--- config.mk ---
export PLATFORM = sky130hd
export DESIGN_NAME = psram_pwr_ctrl
export DESIGN_NICKNAME = d
export VERILOG_FILES = /design/src/rtl/psram_pwr_pkg.sv /design/src/rtl/psram_region_map.sv /design/src/rtl/psram_refresh_gen.sv /design/src/rtl/psram_pwr_fsm.sv /design/src/rtl/psram_pwr_ctrl.sv
export SDC_FILE = /design/constraint.sdc
export NUM_CORES = 1
export LEC_CHECK = 0
export ABC_AREA = 1
export BUFFER_PORTS_ARGS = -buffer_cell sky130_fd_sc_hd__buf_2
export CAP_MARGIN = 5
export CORE_UTILIZATION = 50
export DETAILED_ROUTE_END_ITERATION = 10
export PLACE_DENSITY_LB_ADDON = 0.05
export SLEW_MARGIN = 20
export SYNTH_ARGS = -nofsm -noshare
export SYNTH_HDL_FRONTEND = slang
export SYNTH_HIERARCHICAL = 1
export SYNTH_SLANG_ARGS = --single-unit
--- constraint.sdc ---
create_clock -name clk -period 5.56 [get_ports clk]
set_input_delay 1.112 -clock clk [delete_from_list [all_inputs] [get_ports clk]]
set_output_delay 1.112 -clock clk [all_outputs]
set_load 0.03 [all_outputs]
--- src/rtl/psram_pwr_pkg.sv ---
package psram_pwr_pkg;

    typedef enum logic [1:0] {
        PS_ACTIVE  = 2'd0,
        PS_STANDBY = 2'd1,
        PS_DEEP    = 2'd2,
        PS_INIT    = 2'd3
    } pwr_state_t;

    localparam int COV_W = 3;

    // States in which accesses are accepted and refresh runs
    function automatic logic is_awake(pwr_state_t s);
        return (s == PS_ACTIVE) || (s == PS_STANDBY);
    endfunction

endpackage

--- src/rtl/psram_region_map.sv ---
module psram_region_map
    import psram_pwr_pkg::*;
#(
    parameter int ROW_W = 12
) (
    input  logic [COV_W-1:0] cov_sel,
    input  logic             anchor_top,
    output logic [ROW_W-1:0] base,
    output logic [ROW_W-1:0] mask,
    output logic             region_on
);
    localparam logic [ROW_W-1:0] FULL_MASK = {ROW_W{1'b1}};

    always_comb begin
        // region size = ROWS >> cov_sel[1:0]; mask = size - 1
        mask      = FULL_MASK >> cov_sel[1:0];
        // a top-anchored region starts at ROWS - size, which is ~mask
        base      = anchor_top ? ~mask : '0;
        region_on = ~cov_sel[2];
    end
endmodule

--- src/rtl/psram_refresh_gen.sv ---
module psram_refresh_gen #(
    parameter int ROW_W        = 12,
    parameter int REF_INTERVAL = 64
) (
    input  logic             clk,
    input  logic             rst_n,
    input  logic             tick,
    input  logic             run_d,
    input  logic             region_on,
    input  logic [ROW_W-1:0] base,
    input  logic [ROW_W-1:0] mask,
    input  logic             ref_ack,
    output logic             ref_req,
    output logic [ROW_W-1:0] ref_row
);
    localparam int CNT_W = (REF_INTERVAL > 1) ? $clog2(REF_INTERVAL) : 1;
    localparam logic [CNT_W-1:0] CNT_LAST = CNT_W'(REF_INTERVAL - 1);

    logic [CNT_W-1:0] gap_q;
    logic             req_q;
    logic [ROW_W-1:0] off_q;
    logic [ROW_W-1:0] off_cur;

    // Offset is masked where it is used, so a wider region applies at once
    assign off_cur = off_q & mask;

    always_ff @(posedge clk) begin
        if (!rst_n) begin
            gap_q <= '0;
            req_q <= 1'b0;
            off_q <= '0;
        end else if (!run_d || !region_on) begin
            gap_q <= '0;
            req_q <= 1'b0;
        end else begin
            if (req_q && ref_ack) begin
                req_q <= 1'b0;
                off_q <= (off_cur + 1'b1) & mask;
            end
            if (tick) begin
                if (gap_q == CNT_LAST) begin
                    gap_q <= '0;
                    req_q <= 1'b1;
                end else begin
                    gap_q <= gap_q + 1'b1;
                end
            end
        end
    end

    assign ref_req = req_q;
    assign ref_row = base | off_cur;
endmodule

--- src/rtl/psram_pwr_fsm.sv ---
module psram_pwr_fsm
    import psram_pwr_pkg::*;
#(
    parameter int EXIT_TICKS = 10,
    parameter int INIT_TICKS = 150,
    parameter int IDLE_TICKS = 1000
) (
    input  logic       clk,
    input  logic       rst_n,
    input  logic       tick,
    input  logic       ce_n,
    input  logic       bus_change,
    input  logic       access_done,
    input  logic       dpd_arm,
    output pwr_state_t state,
    output logic       ready,
    output logic       run_d
);
    localparam int T_MAX0 = (EXIT_TICKS > INIT_TICKS) ? EXIT_TICKS : INIT_TICKS;
    localparam int T_MAX  = (T_MAX0 > IDLE_TICKS) ? T_MAX0 : IDLE_TICKS;
    localparam int TMR_W  = $clog2(T_MAX + 1);
    localparam logic [TMR_W-1:0] EXIT_LAST = TMR_W'(EXIT_TICKS - 1);
    localparam logic [TMR_W-1:0] INIT_LAST = TMR_W'(INIT_TICKS - 1);
    localparam logic [TMR_W-1:0] IDLE_LAST = TMR_W'(IDLE_TICKS - 1);

    pwr_state_t       state_q, state_d;
    logic [TMR_W-1:0] tmr_q;
    logic             tmr_clr, tmr_inc;
    logic             ce_q;
    logic             ce_rise;

    assign ce_rise = ce_n & ~ce_q;

    // State register
    always_ff @(posedge clk) begin
        if (!rst_n) begin
            state_q <= PS_INIT;
            ce_q    <= 1'b1;
        end else begin
            state_q <= state_d;
            ce_q    <= ce_n;
        end
    end

    // Shared timer: exit window, init delay and idle timeout never overlap
    always_ff @(posedge clk) begin
        if (!rst_n || tmr_clr) tmr_q <= '0;
        else if (tmr_inc)      tmr_q <= tmr_q + 1'b1;
    end

    // Next state
    always_comb begin
        state_d = state_q;
        tmr_clr = 1'b0;
        tmr_inc = 1'b0;
        unique case (state_q)
            PS_INIT: begin
                if (tick) begin
                    if (tmr_q == INIT_LAST) begin
                        state_d = PS_STANDBY;
                        tmr_clr = 1'b1;
                    end else begin
                        tmr_inc = 1'b1;
                    end
                end
            end
            PS_DEEP: begin
                if (ce_n) begin
                    tmr_clr = 1'b1;
                end else if (tick) begin
                    if (tmr_q == EXIT_LAST) begin
                        state_d = PS_INIT;
                        tmr_clr = 1'b1;
                    end else begin
                        tmr_inc = 1'b1;
                    end
                end
            end
            PS_STANDBY: begin
                tmr_clr = 1'b1;
                if (ce_rise && dpd_arm)        state_d = PS_DEEP;
                else if (!ce_n && bus_change)  state_d = PS_ACTIVE;
            end
            PS_ACTIVE: begin
                if (ce_rise && dpd_arm) begin
                    state_d = PS_DEEP;
                    tmr_clr = 1'b1;
                end else if (ce_n || access_done) begin
                    state_d = PS_STANDBY;
                    tmr_clr = 1'b1;
                end else if (bus_change) begin
                    tmr_clr = 1'b1;
                end else if (tick) begin
                    if (tmr_q == IDLE_LAST) begin
                        state_d = PS_STANDBY;
                        tmr_clr = 1'b1;
                    end else begin
                        tmr_inc = 1'b1;
                    end
                end
            end
            default: begin
                state_d = PS_INIT;
                tmr_clr = 1'b1;
            end
        endcase
    end

    // Outputs
    always_comb begin
        state = state_q;
        ready = is_awake(state_q);
        run_d = is_awake(state_d);
    end
endmodule

--- src/rtl/psram_pwr_ctrl.sv ---
module psram_pwr_ctrl
    import psram_pwr_pkg::*;
#(
    parameter int ROW_W        = 12,
    parameter int REF_INTERVAL = 64,
    parameter int EXIT_TICKS   = 10,
    parameter int INIT_TICKS   = 150,
    parameter int IDLE_TICKS   = 1000
) (
    input  logic             clk,
    input  logic             rst_n,
    input  logic             tick,
    input  logic             ce_n,
    input  logic             bus_change,
    input  logic             access_done,
    input  logic             dpd_arm,
    input  logic [2:0]       cov_sel,
    input  logic             anchor_top,
    input  logic             ref_ack,
    output logic             ref_req,
    output logic [ROW_W-1:0] ref_row,
    output logic             ready,
    output logic [1:0]       pwr_state
);
    pwr_state_t       st;
    logic             run_d;
    logic [ROW_W-1:0] base, mask;
    logic             region_on;

    psram_pwr_fsm #(
        .EXIT_TICKS(EXIT_TICKS),
        .INIT_TICKS(INIT_TICKS),
        .IDLE_TICKS(IDLE_TICKS)
    ) u_fsm (
        .clk(clk), .rst_n(rst_n), .tick(tick), .ce_n(ce_n),
        .bus_change(bus_change), .access_done(access_done), .dpd_arm(dpd_arm),
        .state(st), .ready(ready), .run_d(run_d)
    );

    psram_region_map #(.ROW_W(ROW_W)) u_map (
        .cov_sel(cov_sel), .anchor_top(anchor_top),
        .base(base), .mask(mask), .region_on(region_on)
    );

    psram_refresh_gen #(
        .ROW_W(ROW_W),
        .REF_INTERVAL(REF_INTERVAL)
    ) u_ref (
        .clk(clk), .rst_n(rst_n), .tick(tick), .run_d(run_d),
        .region_on(region_on), .base(base), .mask(mask),
        .ref_ack(ref_ack), .ref_req(ref_req), .ref_row(ref_row)
    );

    assign pwr_state = st;
endmodule

; ---- After elaboration in Yosys (flattened, before gate mapping)
; Cells that the tools add are included.
[op_classes]
addsub = 3
eq_ne = 8
n_shift = 1
n_mux = 40
n_bitwise = 8
n_reduce_logical = 15
[ops]
columns = operator, n
row1 = AND 12 bit, 2
row2 = 2-to-1 mux 2 bit, 12
row3 = 2-to-1 mux 1 bit, 23
row4 = "adder 12 x 1 -> 12 bit, second input constant", 1
row5 = 2-to-1 mux 12 bit, 1
row6 = NOT 12 bit, 1
row7 = bitwise OR 12 bit, 1
row8 = "right shift 12 x 2 -> 12 bit, first input constant", 1
row9 = "adder 10 x 1 -> 10 bit, second input constant", 1
row10 = "equality test 10 bit, second input constant", 1
row11 = "equality test 10 x 4 -> 1 bit, second input constant", 1
row12 = "equality test 10 x 8 -> 1 bit, second input constant", 1
row13 = case mux 2 bit (4 select lines), 1
row14 = "adder 6 x 1 -> 6 bit, second input constant", 1
row15 = "equality test 6 bit, second input constant", 1
row16 = 2-to-1 mux 6 bit, 1
row17 = logical OR 1 bit, 5
row18 = "equality test 2 x 1 -> 1 bit, second input constant", 2
row19 = "equality test 2 bit, second input constant", 2
row20 = logical NOT 2 bit, 2
row21 = case mux 1 bit (4 select lines), 1
row22 = logical AND 1 bit, 3
row23 = logical NOT 1 bit, 3
row24 = NOT 1 bit, 3
row25 = 4 further kinds, 4
[totals]
ff_bits = 32
input_bits = 12
out_inout_bits = 16
wordCells = 81

; ---- Longest topological paths before layout
; Gate-level depths: netlist of run 1.
[depth]
word_depth = 13
mapped_depth = 14
ltp_nobuf = 14

; ---- Modules after synthesis
; Netlist of run 1, hierarchy kept.
[by_module_without_submodules]
columns = module, instances, cells_per_inst, area_per_inst_um2, seq_area_each_um2
row1 = psram_refresh_gen, 1, 181, 1172.4, 380.4
row2 = psram_pwr_fsm, 1, 142, 890.9, 260.2
row3 = psram_region_map, 1, 29, 176.4, 0.0

; ---- Least setup slack after synthesis of run 1
; Ideal clock, no wire load.
[synth_timing]
path_type = in2out
start = input port cov_sel[1]
end = output port ref_row[9]
arrival_time_ns = 1.643
required_ns = 4.448
slack_ns = 2.805
cell_stages = 4
n_path_buf = 0
path_cell_list = nand2_1 nand2_1 inv_1 or2_2
[synth_between]
elab_chain_len = 4
elab_cells_between_ends = 5
classes_between = 1 x shift / 1 x mux / 3 x bitwise
[synth_lines]
columns = element, line
row1 = start: declaration, psram_pwr_ctrl.sv:17  ; input logic [2:0] cov_sel,
row2 = right shift 12 x 2 -> 12 bit (*), psram_region_map.sv:16  ; mask = FULL_MASK >> cov_sel[1:0];
row3 = NOT 12 bit, psram_region_map.sv:18  ; base = anchor_top ? ~mask : '0;
row4 = 2-to-1 mux 12 bit, psram_region_map.sv:18
row5 = bitwise OR 12 bit (*), psram_refresh_gen.sv:52  ; assign ref_row = base | off_cur;
row6 = end: declaration, psram_pwr_ctrl.sv:21  ; output logic [ROW_W-1:0] ref_row,
; Every way passes the cells marked *; elsewhere a longest branch is shown, timed or not.

; ---- Worst setup path in the final report of run 1
[layout_timing]
start = input port cov_sel[1]
end = output port ref_row[9]
[layout_between]
elab_chain_len = 4
elab_cells_between_ends = 5
classes_between = 1 x shift / 1 x mux / 3 x bitwise
[layout_lines]
columns = element, line
row1 = right shift 12 x 2 -> 12 bit (*), psram_region_map.sv:16
row2 = net mask[9], psram_pwr_ctrl.sv:27  ; logic [ROW_W-1:0] base, mask;
row3 = NOT 12 bit, psram_region_map.sv:18
row4 = 2-to-1 mux 12 bit, psram_region_map.sv:18
row5 = bitwise OR 12 bit (*), psram_refresh_gen.sv:52
; The timed path passes the listed nets; every way through them passes the cells marked *.

==> results of run 1 <==
==> path summary, 6_finish.rpt <==
check	startpoint	end	slack, ns	depth (start not counted)
max reg2reg	u_fsm/tmr_q[0]	u_ref/off_q[9]	3.30	13
min reg2reg	u_ref/off_q[1]	u_ref/off_q[1]	0.47	2
max	cov_sel[1]	ref_row[9]	2.57	6
min	u_ref/off_q[1]	u_ref/off_q[1]	0.47	2
==> flip-flops by register name (all words and copies together), names as in the netlist <==
signal         count
u_ref/ref_req      1
u_fsm/tmr_q       10
u_ref/gap_q        6
u_ref/off_q       12
u_fsm/state        2
u_fsm/ce_q         1
==> worst reg2reg max path: cells and delay by family (launching register included) <==
kind	cells	cell delay (ns)
AND/OR/NAND/NOR	9	1.07
buffers and inverters	2	0.15
adder cells (fa/ha/maj)	1	0.21
AO/OA/AOI/OAI	1	0.32
flip-flops	1	0.45
==> cells by family after synthesis <==
logic type | after synthesis | synth area share
and+or+nand+nor | 196 | 0.4078
buffers and inverters | 75 | 0.1620
DFF | 32 | 0.2860
xor gates and xnor gates | 9 | 0.03520
other | 2 | 0.003353
AOI/OAI and AO/OA | 34 | 0.08325
adders and majority gates | 4 | 0.02235
==> placed cells by master (no fill, tap or decap), types with 8 or more instances in the layout <==
cell type | netlist | final
conb_1 | 2 | 18
nor2_1 | 51 | 51
nand2_1 | 76 | 76
buf_2 | 3 | 27
nand3_1 | 31 | 31
nor3_1 | 8 | 8
xor2_1 | 8 | 8
or2_2 | 10 | 10
inv_1 | 48 | 48
dfxtp_1 | 32 | 32
a21oi_1 | 22 | 22
==> metrics by stage <==
step	cells	total power, mW
6_report	430	0.4982
5_1_grt	430	0.5186
4_1_cts	430	0.5064
3_5_place_dp	422	0.2806
3_3_place_gp	422	0.2802
2_1_floorplan	368	0.2761
==> layer usage <==
layer / wire length [um] / GRT usage / up-vias / share of wire
li1: - / - / 1111 / -
met1: 2143 / 0.2594 / 844 / 0.51
met2: 1872 / 0.3143 / 35 / 0.45
met3: 133 / 0.04934 / 4 / 0.032
met4: 36 / 0.07908 / 0 / 0.0086
met5: 0 / 0 / - / 0
==> power by group through the flow <==
stage / sequential (mW) / combinational [mW] / clock (mW)
6_report: 0.232 / 0.0428 / 0.223
3_5_place_dp: 0.238 / 0.0429 / 0
3_3_place_gp: 0.238 / 0.0426 / 0
5_1_grt: 0.233 / 0.0486 / 0.237
2_1_floorplan: 0.237 / 0.0388 / 0
4_1_cts: 0.232 / 0.0431 / 0.231
==> layout make-up <==
cell class | count | area [sq um]
Fill cell | 417 | 1704
Sequential cell | 32 | 640.6
Clock buffer | 6 | 72.57
Multi-Input combinational cell | 261 | 1296
Tap cell | 50 | 62.56
Inverter | 52 | 197.7
Timing Repair Buffer | 27 | 135.1
Clock inverter | 2 | 35.03
==> impl_metrics.yaml, run 1 <==
status:
  status: "completed"
worst_setup_path:
  critPathBufInv: 3
  slowest_delay_ns: 0.26
  worst_path_max_delay_cell: "or2_2"
  critPathLaunchType: "primary input"
  critPathRequiredTime_ns: 4.45
  critical-path-top-delay-family: "simple AND/OR/NAND/NOR gates"
  arrival_ns: 1.87
  worstSetupEndpointType: "output port"
  crit_path_cell_trace: "buf_2 > nand2_1 > nand2_1 > inv_1 > or2_2 > buf_2"
  crit_fanout: 4
  worst-setup-path-type: "in -> out"
sta:
  setup-tns-final_ns: 0
  worst_slack_ns: 2.573
  min_period_ns: 2.987
  finalHoldWorstSlack_ns: 0.4701
  finalCritPeriodShare: 0.5372
  slew_violations: 0
  clock.fmax_mhz: 334.8
  hold_violations: 0
  max-slew-margin-rel: 0.4482
  worst_slew_pin_slew_ns: 0.8246
  skew_ns: 0.002391
  setup_viol: 0
  rsz0062_at_grt: "false"
placement:
  dpl_worst_slack_ns: 2.564
  place_hpwl_mm: 3.163
  gp_congestion: 0.8471
  placed_area_sq_um: 2332
  port_buffers: 27
floorplan:
  die_h_um: 68.93
  die-area_sq_um: 4751
  num_rows: 23
  fp.coreArea_sq_um: 4144
  die_w_um: 68.93
  start_util: 0.5405
  num_io_pins: 28
clocking:
  hold_buffers: 0
  h-tree-depth: 2
  clock-sinks: 32
  ctsResizeCount: 0
  clock_path_buffers: 2
  numCtsBuffers: 5
  clk_pin_slew_ns: 0.07
  clock_latency_ns: 0.28
  cts_tree: "built"
  post-cts-setup-buffer-count: 0
  cts_root_buf: "clkbuf_8"
synthesis:
  synthTopCellsByCount: "nand2_1 (76), nor2_1 (51), inv_1 (48)"
  synth_area_leaders: "dfxtp_1 (29%), nand2_1 (13%), nor2_1 (8.5%), inv_1 (8.0%), nand3_1 (6.9%)"
  synth.distinct_cells: 33
  syn_inst: 352
  yosys_most_used_dff: "dfxtp_1"
  syn_area_sq_um: 2240
  yosysTopAreaCell: "dfxtp_1"
  yosysWarnings: 6
  synth-seq-cells: 32
  synth_top_cell_area_share: 0.2860
  syn_area_per_cell_sq_um: 6.363
  ys_seq_area_frac: 0.2860
  yosysMostFrequentCell: "nand2_1"
  synthArstFlopShare: 0
  synth_edf_count: 0
power:
  p_int_uw: 377.7
  comb_power_share: 0.086
  power_density_nw_per_um2: 204.2
  seq_power_share: 0.467
  leakagePower_nw: 1.137
  p_clk_frac: 0.448
  switching_power_uw: 120.5
  vdd_ir_drop_max_mv: 0.1024
  swShare: 0.2419
route:
  drt-pass1-iter-count: 4
  drc: 0
  detail_route.vias_per_cell: 4.637
  postRouteAntennaNets: 0
  routedWlPerCell_um: 9.733
  dr_total_vias: 1994
  routed_wl_mm: 4.185
  drt-initial-drc-count: 82
final_layout:
  fin_nets: 395
  final_core_util: 0.5888
  finalInstanceArea_sq_um: 2440
  drive_gt1_frac: 0.1711
  areaGrowthSynthToFinish_pct: 8.939
  diodes: 0
global_route:
  overflow: 0
  grt_usage: 0.1997
  grt_pass1_wl_mm: 7.038
  grt_pass1_vias: 1674
  grt_max_degree: 14
  antenna_found_initial: 0
min_path:
  holdCritPathClass: "reg -> reg"
flow_run:
  max_cap_viol_count: 0
(Power assumes the default switching activity.)
==> run 2, diff against run 1 <==
Settings changed: ABC_AREA 1 to 0.
Clock period 5.56 ns to 2.5 ns, I/O delays scaled along.
==> run 2 against run 1 <==
  * The run now ends with negative setup slack left
  * Sequential power grew 120%
  * Via count shrank 5.2%
  * Worst setup slack lost 2.6 ns
  * Utilization grew 5.4 points
  * Sequential share of layout area is essentially flat
  * Wire length grew 5.0%
  * Sequential cell count is the same
  * Total power grew 110%
  * Die area shrank 7.9%
  * Non-clock buffer count grew 21
  * Count of clock-buffer cells in the layout grew 2
  * Largest cell class unchanged
  * Largest power group unchanged
  * Highest routed layer unchanged
==> impl_metrics.yaml, run 2 <==
clocking:
  clk_pin_slew_ns: 0.07
  cts_tree: "built"
  numCtsBuffers: 5
  clock_latency_ns: 0.28
  h-tree-depth: 2
  clock-sinks: 32
  cts_root_buf: "clkbuf_8"
  post-cts-setup-buffer-count: 0
  clock_path_buffers: 2
sta:
  max-slew-margin-rel: 0.6627
  setup_viol: 3
  clock.fmax_mhz: 389.4
  worst_slack_ns: -0.06831
  slew_violations: 0
  hold_violations: 0
  worst_slew_pin_slew_ns: 0.4932
  finalCritPeriodShare: 1.027
  finalHoldWorstSlack_ns: 0.4762
  skew_ns: 0.006110
  rsz0062_at_grt: "true"
  min_period_ns: 2.568
flow_run:
  max_cap_viol_count: 0
floorplan:
  die-area_sq_um: 4377
  die_w_um: 66.16
  start_util: 0.5418
  num_rows: 22
  die_h_um: 66.16
  fp.coreArea_sq_um: 3799
  num_io_pins: 28
synthesis:
  yosysMostFrequentCell: "dfxtp_1"
  synthArstFlopShare: 0
  synth_area_leaders: "dfxtp_1 (31%), buf_4 (6.9%), o21ai_0 (4.1%), nand2_1 (3.6%), nand2b_1 (3.6%)"
  synth_top_cell_area_share: 0.3112
  syn_area_sq_um: 2058
  syn_inst: 256
  synth_edf_count: 0
  synth.distinct_cells: 60
  synth-seq-cells: 32
  yosysWarnings: 6
  yosysTopAreaCell: "dfxtp_1"
  syn_area_per_cell_sq_um: 8.040
  synthTopCellsByCount: "dfxtp_1 (32), nand2_1 (20), buf_4 (19)"
  ys_seq_area_frac: 0.3112
  yosys_most_used_dff: "dfxtp_1"
placement:
  place_hpwl_mm: 3.260
  gp_congestion: 0.8926
  placed_area_sq_um: 2321
  dp_cells: 344
  port_buffers: 27
min_path:
  min_from: "u_ref/off_q[1]"
  holdPathEnd: "u_ref/off_q[1]"
  holdCritPathClass: "reg -> reg"
  worstHoldPathCells: 2
worst_setup_path:
  worstSetupEndpointType: "flip-flop"
  critical-path-top-delay-family: "simple AND/OR/NAND/NOR gates"
  worst_path_max_delay_cell: "or4b_4"
  critPathRequiredTime_ns: 2.71
  slowest_delay_ns: 0.56
  reg2reg_depth: 8
  critPathLaunchType: "flip-flop"
  reg2reg_from: "u_fsm/tmr_q[5]"
  crit_fanout: 3
  crit_path_cell_trace: "or4b_4 > nor3_4 > nand3_1 > o21ai_2 > nand4_2 > or4_4 > or4_1 > a21oi_2"
  worst-setup-path-type: "reg -> reg"
  critPathBufInv: 0
  r2r_setup_slack_ns: -0.07
  arrival_ns: 2.78
  reg2reg_to: "u_ref/off_q[8]"
final_layout:
  fin_nets: 319
  top_register: "u_ref/off_q"
  instances_no_fill: 352
  largest_reg_flops: 12
  top_regs: "u_ref/off_q x12, u_fsm/tmr_q x10, u_ref/gap_q x6"
  drive_gt1_frac: 0.2632
  areaGrowthSynthToFinish_pct: 18.66
  mostFrequentLayoutCell: "dfxtp_1"
  diodes: 0
  finalInstanceArea_sq_um: 2442
  final_core_util: 0.6430
  mostFrequentLayoutCells: "dfxtp_1 (31), buf_2 (27), buf_4 (20), nand2_1 (20), conb_1 (18)"
global_route:
  grt_usage: 0.2216
  grt_max_degree: 18
  grt_pass1_vias: 1714
  grt_pass1_wl_mm: 7.417
  antenna_found_initial: 0
  overflow: 0
status:
  status: "complete, but fails checks"
  violations: "negative setup slack"
route:
  drt-initial-drc-count: 98
  drc: 0
  detail_route.vias_per_cell: 5.369
  routed_wl_mm: 4.395
  postRouteAntennaNets: 0
  routedWlPerCell_um: 12.49
  dr_total_vias: 1890
  drt-pass1-iter-count: 4
power:
  comb_power_share: 0.112
  switching_power_uw: 258.2
  p_clk_frac: 0.392
  vdd_ir_drop_max_mv: 0.2578
  leakagePower_nw: 0.9823
  swShare: 0.2476
  p_int_uw: 784.5
  power_density_nw_per_um2: 426.9
  power_mw: 1.043
  seq_power_share: 0.496
==> run 2: changes by cell type after synthesis, moves of 11 or more <==
cell      previous run  this run
nor2_1              51        14
o21ai_0              6        17
inv_1               48        11
nand2b_1             0        12
nand2_1             76        20
nand3_1             31         7
==> run 2: timing repair <==
action | in CTS | in global routing
hold buffers | 0 | 0
gates resized for setup | 2 | 6
endpoints found under the setup margin | 6 | 7
pin swaps | 6 | 1
==> run 2: cell families after synthesis <==
| logic type | share of synthesized area |
|---|---|
| AO/OA/AOI/OAI | 0.1818 |
| XOR/XNOR | 0.04255 |
| adder cells (fa/ha/maj) | 0.02432 |
| buffers and inverters | 0.09909 |
| flip-flops | 0.3112 |
| multiplexers | 0.004863 |
| other | 0.003649 |
| AND/OR/NAND/NOR | 0.3325 |
==> run 2: area by class of cell <==
| cell class | count | area (sq um) |
|---|---|---|
| clock buffers | 8 | 90.09 |
| fillers | 347 | 1356 |
| inverters | 11 | 41.29 |
| multi-input cells | 205 | 1313 |
| flip-flops and latches | 32 | 641.9 |
| well taps | 48 | 60.06 |
| repair buffers | 48 | 296.5 |
==> run 2: how the worst max path moves through the flow <==
stage	cells after the start	start	to
after floorplan	8	tick	u_ref/off_q[8]
final	8	u_fsm/tmr_q[5]	u_ref/off_q[8]
after global routing	8	u_fsm/tmr_q[5]	u_ref/off_q[8]
after detailed placement	10	tick	u_ref/off_q[7]
after CTS	9	u_fsm/tmr_q[5]	u_ref/off_q[7]
after global placement	10	tick	u_ref/off_q[9]
==> run 2: power by group through the flow <==
stage | Sequential, mW | Combinational [mW] | Clock [mW]
2_1_floorplan | 0.529 | 0.0920 | 0
3_3_place_gp | 0.528 | 0.115 | 0
3_5_place_dp | 0.528 | 0.115 | 0
4_1_cts | 0.517 | 0.116 | 0.423
5_1_grt | 0.517 | 0.129 | 0.445
6_report | 0.517 | 0.117 | 0.409
==> run 2: per-layer routing <==
| layer | share of wire | global-route usage |
|---|---|---|
| met1 | 0.46 | 0.2656 |
| met2 | 0.50 | 0.3865 |
| met3 | 0.034 | 0.04310 |
| met4 | 0.010 | 0.08511 |
| met5 | 0 | 0 |
==> run 2: worst reg2reg max path: stages, from the launching register on <==
cell and delay [ns]:
dfxtp_1 0.31, or4b_4 0.56, nor3_4 0.14, nand3_1 0.11, o21ai_2 0.10, nand4_2 0.10
or4_4 0.52, or4_1 0.52, a21oi_2 0.14
==> run 2: per-stage QoR <==
step | setup WS, ns | TNS, ns
2_1_floorplan | -0.2165 | -0.6599
3_3_place_gp | -0.3067 | -1.771
3_5_place_dp | -0.3420 | -2.053
4_1_cts | -0.01759 | -0.03610
5_1_grt | -0.1575 | -0.7470
6_report | -0.06831 | -0.08710
==> run 3, diff against run 2 <==
Settings changed: ABC_AREA 0 to 1, CORE_MARGIN from default to 1.5.
Clock period 2.5 ns to 3.2 ns, I/O delays scaled along.
==> run 3 against run 2 <==
  * The run now ends clean
  * Sequential cell count unchanged
  * Non-clock buffer count decreased by 21
  * Combinational power decreased by 36%
  * Worst setup slack improved by 1.1 ns
  * Final cell count increased by 22%
  * Design area decreased by 0.46%
  * Via count increased by 7.7%
  * Global-route usage decreased by 3.7 points
  * Largest cell class unchanged
==> impl_metrics.yaml, run 3 (synthesis results as in run 1) <==
route:
  postRouteAntennaNets: 0
  routedWlPerCell_um: 9.784
  drc: 0
  routed_wl_mm: 4.217
  drt-initial-drc-count: 84
  dr_total_vias: 2036
  detail_route.vias_per_cell: 4.724
  drt-pass1-iter-count: 4
clocking:
  ctsResizeCount: 0
  cts_tree: "built"
  hold_buffers: 0
  post-cts-setup-buffer-count: 0
  numCtsBuffers: 5
  clock_latency_ns: 0.28
  clock_path_buffers: 2
  cts_root_buf: "clkbuf_8"
  clk_pin_slew_ns: 0.06
  h-tree-depth: 2
  clock-sinks: 32
final_layout:
  mostFrequentLayoutCells: "nand2_1 (76), nor2_1 (51), inv_1 (48)"
  fin_nets: 395
  top_regs: "u_ref/off_q x12, u_fsm/tmr_q x10, u_ref/gap_q x6"
  mostFrequentLayoutCell: "nand2_1"
  areaGrowthSynthToFinish_pct: 8.547
  largest_reg_flops: 12
  final_core_util: 0.5622
  top_register: "u_ref/off_q"
  diodes: 0
  drive_gt1_frac: 0.1715
floorplan:
  die_h_um: 69.93
  fp.coreArea_sq_um: 4324
  start_util: 0.5179
  die_w_um: 69.93
  num_io_pins: 28
  num_rows: 24
  die-area_sq_um: 4890
placement:
  port_buffers: 27
  place_hpwl_mm: 3.242
  gp_congestion: 0.8090
sta:
  min_period_ns: 2.212
  setup-tns-final_ns: 0
  rsz0062_at_grt: "false"
  worst_slew_pin_slew_ns: 0.8841
  hold_violations: 0
  slew_violations: 0
  finalHoldWorstSlack_ns: 0.4827
  finalCritPeriodShare: 0.6912
  clock.fmax_mhz: 452.1
  skew_ns: 0.007005
  max-slew-margin-rel: 0.4084
  setup_viol: 0
status:
  status: "completed"
worst_setup_path:
  worst-setup-path-type: "reg -> reg"
  arrival_ns: 2.44
  critPathBufInv: 2
  critical-path-top-delay-family: "simple AND/OR/NAND/NOR gates"
  crit_fanout: 13
  worst_path_max_delay_cell: "dfxtp_1"
  slowest_delay_ns: 0.44
  critPathLaunchType: "flip-flop"
  crit_path_cell_trace: "ha_1 > nand2_1 > nor2_1 > nand3_1 > o31ai_1 > nand2_2 > nor2_8 > inv_4 > nor2_4 > nand3_1 > nand2_1 > inv_1 > nor2_1"
  r2r_setup_slack_ns: 0.99
  critPathRequiredTime_ns: 3.42
  worstSetupEndpointType: "flip-flop"
global_route:
  antenna_found_initial: 0
  grt_usage: 0.1843
  grt_pass1_vias: 1771
  overflow: 0
  grt_pass1_wl_mm: 7.327
  grt_max_degree: 14
power:
  power_density_nw_per_um2: 335.2
  leakagePower_nw: 1.132
  vdd_ir_drop_max_mv: 0.2789
  power_uw: 814.9
min_path:
  holdCritPathClass: "reg -> reg"
flow_run:
  max_cap_viol_count: 0
-- run 3: cell count changes in the layout (fill, tap and decap cells not counted), moves of 12 or more --
cell,delta
buf_4,-20
nand3_1,+24
nor2_1,+37
inv_1,+37
nand2_1,+56
nand2b_1,-12
-- run 3: area by class of cell --
cell class | count | area [sq um]
sequential | 32 | 640.6
fill | 457 | 1893
timing repair buffer | 27 | 135.1
tap | 52 | 65.06
inverter | 52 | 197.7
clock buffer | 7 | 96.34
multi-input combinational | 261 | 1296
-- run 3: per-stage QoR --
step,worst slack [ns],cells,cell area (sq um)
3_3_place_gp,1.006,424,2335
6_report,0.9880,431,2431
4_1_cts,0.9581,431,2431
2_1_floorplan,1.219,368,2300
5_1_grt,0.7837,431,2431
3_5_place_dp,0.9717,424,2335
-- run 3: worst paths after layout --
| check | startpoint | end | cells after the start |
|---|---|---|---|
| max | u_fsm/tmr_q[0] | u_ref/off_q[7] | 13 |
| min | u_ref/gap_q[1] | u_ref/gap_q[1] | 2 |
| max reg2reg | u_fsm/tmr_q[0] | u_ref/off_q[7] | 13 |
| min reg2reg | u_ref/gap_q[1] | u_ref/gap_q[1] | 2 |
-- run 3: layer usage --
metal,share of wire,global-route usage,routed length [um]
met1,0.48,0.2173,2039
met3,0.045,0.04762,188
met2,0.45,0.3196,1916
met4,0.017,0.07051,72
met5,0,0,0
-- run 3: report_power, final --
part	internal, mW	switching [mW]
sequential	0.401	0.00304
combinational	0.0245	0.0503
clock	0.191	0.145
-- run 3: tightest hold or removal path, stage by stage, from the launching register on --
cell and delay [ns]:
dfxtp_1 0.32, nand2_1 0.06, a21oi_1 0.05
